### src/rtl/srcsync_ddr_pkg.sv
package srcsync_ddr_pkg;

    // default number of pin lanes; the input word is twice this wide
    localparam int DEF_LANES = 8;

    // which half of the system clock period the output multiplexer serves
    typedef enum logic {
        HALF_FALL = 1'b0,
        HALF_RISE = 1'b1
    } half_e;

    // constant lane values that turn a DDR cell into a clock generator
    localparam logic CLK_RISE_LEVEL = 1'b1;
    localparam logic CLK_FALL_LEVEL = 1'b0;

endpackage

### src/rtl/ddr_out_cell.sv
module ddr_out_cell
    import srcsync_ddr_pkg::*;
#(
    parameter int WIDTH = 1
) (
    input  logic             clk,
    input  logic             rst_n,
    input  logic [WIDTH-1:0] rise_d,
    input  logic [WIDTH-1:0] fall_d,
    output logic [WIDTH-1:0] pad
);

    logic [WIDTH-1:0] rise_q;
    logic [WIDTH-1:0] fall_q;
    half_e            half;

    // both halves are captured on the rising edge at the start of the cycle
    always_ff @(posedge clk or negedge rst_n) begin
        if (!rst_n) begin
            rise_q <= '0;
            fall_q <= '0;
        end else begin
            rise_q <= rise_d;
            fall_q <= fall_d;
        end
    end

    // the clock level selects which captured half drives the pad
    always_comb begin
        half = clk ? HALF_RISE : HALF_FALL;
    end

    always_comb begin
        unique case (half)
            HALF_RISE: pad = rise_q;
            HALF_FALL: pad = fall_q;
            default:   pad = '0;
        endcase
    end

endmodule

### src/rtl/srcsync_ddr_tx.sv
module srcsync_ddr_tx
    import srcsync_ddr_pkg::*;
#(
    parameter int LANES = DEF_LANES
) (
    input  logic               clk,
    input  logic               rst_n,
    input  logic [2*LANES-1:0] tx_word,
    output logic [LANES-1:0]   tx_dq,
    output logic               tx_dclk
);

    localparam int WORD_W = 2 * LANES;

    logic [LANES-1:0] first_half;
    logic [LANES-1:0] second_half;
    logic [0:0]       dclk_pad;

    // split the word: low lane group on the rising half, high group on the falling half
    genvar k;
    generate
        for (k = 0; k < LANES; k++) begin : g_split
            assign first_half[k]  = tx_word[k];
            assign second_half[k] = tx_word[LANES + k];
        end
    endgenerate

    ddr_out_cell #(
        .WIDTH (LANES)
    ) u_data_cell (
        .clk    (clk),
        .rst_n  (rst_n),
        .rise_d (first_half),
        .fall_d (second_half),
        .pad    (tx_dq)
    );

    // forwarded clock built from the same cell type with constant halves
    ddr_out_cell #(
        .WIDTH (1)
    ) u_clock_cell (
        .clk    (clk),
        .rst_n  (rst_n),
        .rise_d (CLK_RISE_LEVEL),
        .fall_d (CLK_FALL_LEVEL),
        .pad    (dclk_pad)
    );

    assign tx_dclk = dclk_pad[0];

    initial begin
        if (WORD_W != 2 * LANES || LANES < 1) begin
            $display("srcsync_ddr_tx: LANES must be at least 1");
        end
    end

endmodule

### config.mk
export PLATFORM = sky130hd
export DESIGN_NAME = srcsync_ddr_tx
export DESIGN_NICKNAME = d
export VERILOG_FILES = /design/src/rtl/srcsync_ddr_pkg.sv /design/src/rtl/ddr_out_cell.sv /design/src/rtl/srcsync_ddr_tx.sv
export SDC_FILE = /design/constraint.sdc
export NUM_CORES = 1
export LEC_CHECK = 0
export ABC_AREA = 0
export ABC_CLOCK_PERIOD_IN_PS = 800
export BUFFER_PORTS_ARGS = -buffer_cell sky130_fd_sc_hd__clkbuf_2
export CORE_MARGIN = 8
export CORE_UTILIZATION = 43
export DETAILED_ROUTE_END_ITERATION = 16
export PLACE_DENSITY = 0.74
export SLEW_MARGIN = 30
export SYNTH_ARGS = -nofsm -noshare
export SYNTH_HDL_FRONTEND = slang
export SYNTH_HIERARCHICAL = 1
export SYNTH_SLANG_ARGS = --single-unit
export TNS_END_PERCENT = 20
### constraint.sdc
create_clock -name clk -period 0.8 [get_ports clk]
set_input_delay 0.08 -clock clk [delete_from_list [all_inputs] [get_ports clk]]
set_output_delay 0.08 -clock clk [all_outputs]
set_load 0.005 [all_outputs]
==> results of run 1 <==
[per-layer routing]
metal	wire length (um)	up-vias
met5	0	-
met2	693	19
li1	-	196
met4	0	0
met1	379	181
met3	140	0
[sequential cells by signal (all words and copies together) (netlist names)]
name / count
u_data_cell/fall_q: 8
u_data_cell/rise_q: 8
u_clock_cell/rise_q: 1
u_clock_cell/fall_q: 1
[report_power, final]
part	total [mW]	switching, mW	internal, mW	leakage [nW]
combinational	0.120	0.0380	0.0823	0.148
sequential	0.968	0.0129	0.955	0.210
clock	1.93	0.764	1.17	0.155
[stage by stage]
| stage | instances | hold WS (ns) | instance area (um2) | setup slack, ns | util (%) |
|---|---|---|---|---|---|
| 6_report | 96 | 0.1419 | 983.4 | -0.4456 | 75.58 |
| 3_3_place_gp | 70 | 0.02427 | 742.0 | -0.05394 | 57.02 |
| 5_1_grt | 96 | 0.1591 | 983.4 | -0.4885 | 75.58 |
| 3_5_place_dp | 70 | 0.03085 | 742.0 | -0.05394 | 57.02 |
| 4_1_cts | 96 | 0.1460 | 983.4 | -0.4516 | 75.58 |
| 2_1_floorplan | 30 | -0.2156 | 613.1 | -0.09113 | - |
[synthesized netlist by cell type]
| library cell | n |
|---|---|
| conb_1 | 2 |
| mux2_4 | 9 |
| dfrtp_1 | 18 |
| buf_6 | 1 |
[worst paths after layout]
check / from / end / slack, ns / depth (start not counted)
setup / recovery: u_data_cell/fall_q[1]$_DFF_PN0_ / tx_dq[1] / -0.45 / 2
hold / removal: rst_n / u_data_cell/fall_q[1]$_DFF_PN0_ / 0.14 / 2
max in group asynchronous: rst_n / u_data_cell/fall_q[5]$_DFF_PN0_ / 0.36 / 2
min in group clk: tx_word[10] / u_data_cell/fall_q[2]$_DFF_PN0_ / 0.31 / 2
[cell type report]
type                       count  area, um2
clock inverter                 1      5.005
tap                           15      18.77
timing repair buffer          34      255.2
fill                          87      317.8
sequential                    18      450.4
multi-input combinational     11      142.6
clock buffer                  17      111.4
[cell families after synthesis]
group	count (synthesis)	share of synthesized area, %
buffers and inverters	1	1.863
other	2	1.243
muxes	9	22.36
DFF	18	74.53
[what timing repair did]
item                                   4_1_cts  5_1_grt
setup endpoints to repair                    9        9
gates cloned                                 0        0
buffers inserted                             0        0
hold buffers                                17        0
resized for setup                            0        0
endpoints found under the hold margin       34        0
==> impl_results.md, run 1 <==
- Status: complete, but fails checks
- Violated checks: negative setup slack
- Slew Limit Fails: 0
- Fmax: roughly 800 MHz
- Global Route met1 Usage: approximately 6.6%
- Final hold vios: 0
- Via/cell ratio: approximately 4.1
- Port Buffers: 26
- PD cells: just over 3000 nW/um2
- Seq/Total Area, Yosys: 74.53%
- Die Y-Extent: roughly 53 um
- Synth-to-Final Area Change: 62.73%
- Chip width: about 53 um
- Total grt overflow: 0
- Final HPWL DP: 732.4 um
- Final Worst Setup Slack: -0.4456 ns
- Final Wtd Congestion: a little over 0.6
- Max VDD drop: 1839 uV
- DR pass1 iterations: 4
- Most common cell after layout, fill and taps aside: clkbuf_2
- Leading post-synthesis cells by cell area: dfrtp_1, mux2_4, buf_6
- Routing usage on met2: between 10% and 20%
- Number of antenna violations at the first check in global routing: 0
- GRT Total Usage: between 10% and 20%
- CP Class: flip-flop to primary output
- Routed wire per std cell: roughly 13 um
- Fin crit share: 155.7%
- CP arrival: roughly 1.2 ns
- Routed vias: around 400
- Core Region: between 1000 and 1500 um2
- CP Capture Type: primary output
- CTS tree: built
- GR met3 Demand/Resource: around 11%
- Yosys cell types: 4
- Grt peak-use layer: met4
- Initial Utilization: a little under half
- First DRT Iteration DRCs: 7
- Max Cap Viol: 0
- First-pass GRT wire length: roughly 1900 um
- CP max stage cell: dfrtp_1
- Cell count after synthesis: 30
- Number of global-route vias before repair: 551
- HP Class: input pin to asynchronous set/reset pin
- Die Area: between 2000 and 3000 um2
- Proportion of layout cells with a drive suffix above 1: ~54%
- CP Data Required Time: 0.72 ns
- Most frequent cells in the layout: clkbuf_2, dfrtp_1, dlygate4sd3_1
- Bufs and invs on worst path: 1
- Area leader, netlist: dfrtp_1
- Mapped Area: 604.3 um2
- Nets: ~100
- CTS clk-pin slew, worst paths: around 0.10 ns
- Top cell type's share of synthesized area: about 75%
- CP Cell Sequence: mux2_4, clkbuf_2
- Power, Total: 3.023 mW
- Final WL: roughly 1200 um
- RSZ-0062 raised after global routing: yes
- Row cnt: 13
- Largest net degree at the start of global routing: 19
- Ports: 27
- Setup TNS: -3.803 ns
- Synth Net Count: 48
- Final setup fails: 9
- Synth Warn #: 6
- Crit path largest cell delay: ~0.38 ns
- Leakage: about 0.5 nW
- Tmin final: ~1.2 ns
- Synth Area per Inst: approximately 20 um2
- Crit-path max FO: 1
- Number of synthesized register bits: 18
- ANT cells: 0
- Top Family by Delay on Critical Path: flip-flops
- Final ANT Viol Nets: 0
- DRC errors left: 0
- Crit start category: flip-flop
Note: power is estimated with default switching activity, not from simulation.
==> run 2: changes to the inputs <==
--- a/config.mk
+++ b/config.mk
@@ -9,9 +9,10 @@
 export ABC_CLOCK_PERIOD_IN_PS = 800
 export BUFFER_PORTS_ARGS = -buffer_cell sky130_fd_sc_hd__clkbuf_2
 export CORE_MARGIN = 8
-export CORE_UTILIZATION = 43
+export CORE_UTILIZATION = 45
+export CTS_BUF_LIST = sky130_fd_sc_hd__clkbuf_2 sky130_fd_sc_hd__clkbuf_4 sky130_fd_sc_hd__clkbuf_8
 export DETAILED_ROUTE_END_ITERATION = 16
-export PLACE_DENSITY = 0.74
+export PLACE_DENSITY = 0.77
 export SLEW_MARGIN = 30
 export SYNTH_ARGS = -nofsm -noshare
 export SYNTH_HDL_FRONTEND = slang
==> run 2 against run 1 <==
Compared with the run above: the flow still finishes with violations (negative setup slack); sequential power is essentially flat; worst hold slack lost 0.0058 ns; fmax grew 0.12%; cell count is the same; core utilization grew 0.96 points; worst setup slack gained 0.0014 ns; die area shrank 3.1%; sequential share of layout area is the same; via count grew 3.5%; flip-flop and latch count is the same; largest cell class unchanged; largest power group unchanged.
==> impl_results.md, run 2 (synthesis results as in run 1) <==
- Initial Utilization: 47.03% (+0.59 points)
- Ports: 27 (unchanged)
- Slew Limit Fails: 0 (unchanged)
- Final ANT Viol Nets: 0 (unchanged)
- Final hold vios: 0 (unchanged)
- CTS tree: built
- Leakage: 0.5124 nW (unchanged)
- HP Class: input pin to asynchronous set/reset pin
- DRC errors left: 0 (unchanged)
- Total grt overflow: 0 (unchanged)
- Tmin final: 1.244 ns (-0.001443 ns)
- CTS resizes: 0 (unchanged)
- Routed vias: 410 (+3.5%)
- Number of antenna violations at the first check in global routing: 0 (unchanged)
- Max VDD drop: 2181 uV (+19%)
- Post-CTS Setup Inserts: 0 (unchanged)
- Max Cap Viol: 0 (unchanged)
- Row cnt: 13 (unchanged)
- Post-Layout Inst Area: 983.4 um2 (unchanged)
- Via/cell ratio: 4.271 (+3.5%)
- Worst setup path end: tx_dq[3]
- GRT Total Usage: 11.44% (+0.74 points)
- Status: complete, but fails checks
- Area post-placement: 742.0 um2 (unchanged)
- Proportion of layout cells with a drive suffix above 1: 54.32% (unchanged)
- CP Capture Type: primary output
- Setup WS pre-CTS: -0.05394 ns (unchanged)
- Die Y-Extent: 52.65 um (-1.6%)
- Chip width: 52.65 um (-1.6%)
- WHS: 0.1362 ns (-0.005768 ns)
- Power, Total: 3.014 mW (-0.30%)
- Violated checks: negative setup slack
- RSZ-0062 raised after global routing: yes
- CP Class: flip-flop to primary output
- Number of global-route vias before repair: 566 (+2.7%)
- ANT cells: 0 (unchanged)
- Global Route met1 Usage: 7.251% (+0.62 points)
- Final Wtd Congestion: 0.6005 (-2.2%)
- Most common cell after layout, fill and taps aside: clkbuf_2
- Worst Setup SP: u_data_cell/rise_q[3]$_DFF_PN0_
- CP Data Required Time: 0.72 ns (about the same)
- Nets: 99 (unchanged)
- Port Buffers: 26 (unchanged)
- Crit-path max FO: 1 (unchanged)
- CP arrival: 1.16 ns (about the same)
- Largest net degree at the start of global routing: 19 (unchanged)
- Final setup fails: 9 (unchanged)
- Final HPWL DP: 724.8 um (-1.0%)
- Final WL: 1262 um (+4.0%)
- GR met3 Demand/Resource: 12.22% (+0.73 points)
- Synth-to-Final Area Change: 62.73% (unchanged)
- Die Area: 2772 um2 (-3.1%)
- Most frequent cells in the layout: clkbuf_2, dfrtp_1, dlygate4sd3_1
- First-pass GRT wire length: 2028 um (+7.3%)
- Fillers: 83 (-4.6%)
- First DRT Iteration DRCs: 1 (-6)
- Routed wire per std cell: 13.15 um (+4.0%)
- Fmax: 803.8 MHz (+0.12%)
- Core Region: 1285 um2 (-1.3%)
- Fin crit share: 155.5% (-0.18 points)
- Routing usage on met2: 14.82% (+1.7 points)
- DR pass1 iterations: 2 (-2)
- Grt peak-use layer: met4
- Biggest regs: u_data_cell/fall_q: 8 flops, u_data_cell/rise_q: 8 flops
- Final Worst Setup Slack: -0.4441 ns (+0.001443 ns)
- CTS clk-pin slew, worst paths: 0.10 ns (about the same)
- PD cells: 3064 nW/um2 (-0.30%)
- Crit start category: flip-flop
[run 2: cell counts in the layout (fill, tap and decap cells not counted)]
No cell type changed its count.
[run 2: cell type report]
| class | instances | area, um2 | area share [%] |
|---|---|---|---|
| clock buffer | 17 | 111.4 | 11.32 |
| timing repair buffer | 34 | 255.2 | 25.95 |
| tap | 15 | 18.77 | 1.908 |
| clock inverter | 1 | 5.005 | 0.5089 |
| multi-input combinational | 11 | 142.6 | 14.50 |
| sequential | 18 | 450.4 | 45.80 |
[run 2: worst min path at each step]
stage	start	endpoint	slack [ns]	cells past startpoint
4_1_cts	rst_n	u_data_cell/rise_q[7]$_DFF_PN0_	0.15	2
3_3_place_gp	rst_n	u_data_cell/fall_q[3]$_DFF_PN0_	0.02	1
3_5_place_dp	rst_n	u_data_cell/fall_q[3]$_DFF_PN0_	0.03	1
6_report	rst_n	u_clock_cell/fall_q$_DFF_PN0_	0.14	2
5_1_grt	rst_n	u_data_cell/rise_q[0]$_DFF_PN0_	0.18	2
2_1_floorplan	rst_n	u_clock_cell/fall_q$_DFF_PN0_	-0.22	0
[run 2: repair_timing]
| item | 4_1_cts | 5_1_grt |
|---|---|---|
| setup endpoints to repair | 9 | 9 |
| endpoints found under the hold margin | 34 | 0 |
| hold buffers | 17 | 0 |
[run 2: critical path: stages, from the launching register on]
cell	delay, ns
dfrtp_1	0.40
mux2_4	0.27
clkbuf_2	0.11
[run 2: layer usage]
layer  vias up  share of wire, %
met5         -                 0
met4         0               1.9
met3         4               8.6
met2        18                58
met1       191                32
li1        197                 -
[run 2: power by group]
part	leakage (nW)	switching [mW]	internal, mW
Combinational	0.148	0.0397	0.0825
Clock	0.155	0.753	1.17
Sequential	0.210	0.0130	0.955
[run 2: metrics by stage]
step                TNS (ns)  instances  util, %
floorplan            -0.7290         30        -
global placement     -0.4855         70    57.74
detailed placement   -0.4855         70    57.74
CTS                   -3.801         96    76.53
global route          -4.175         96    76.53
finish                -3.708         96    76.53
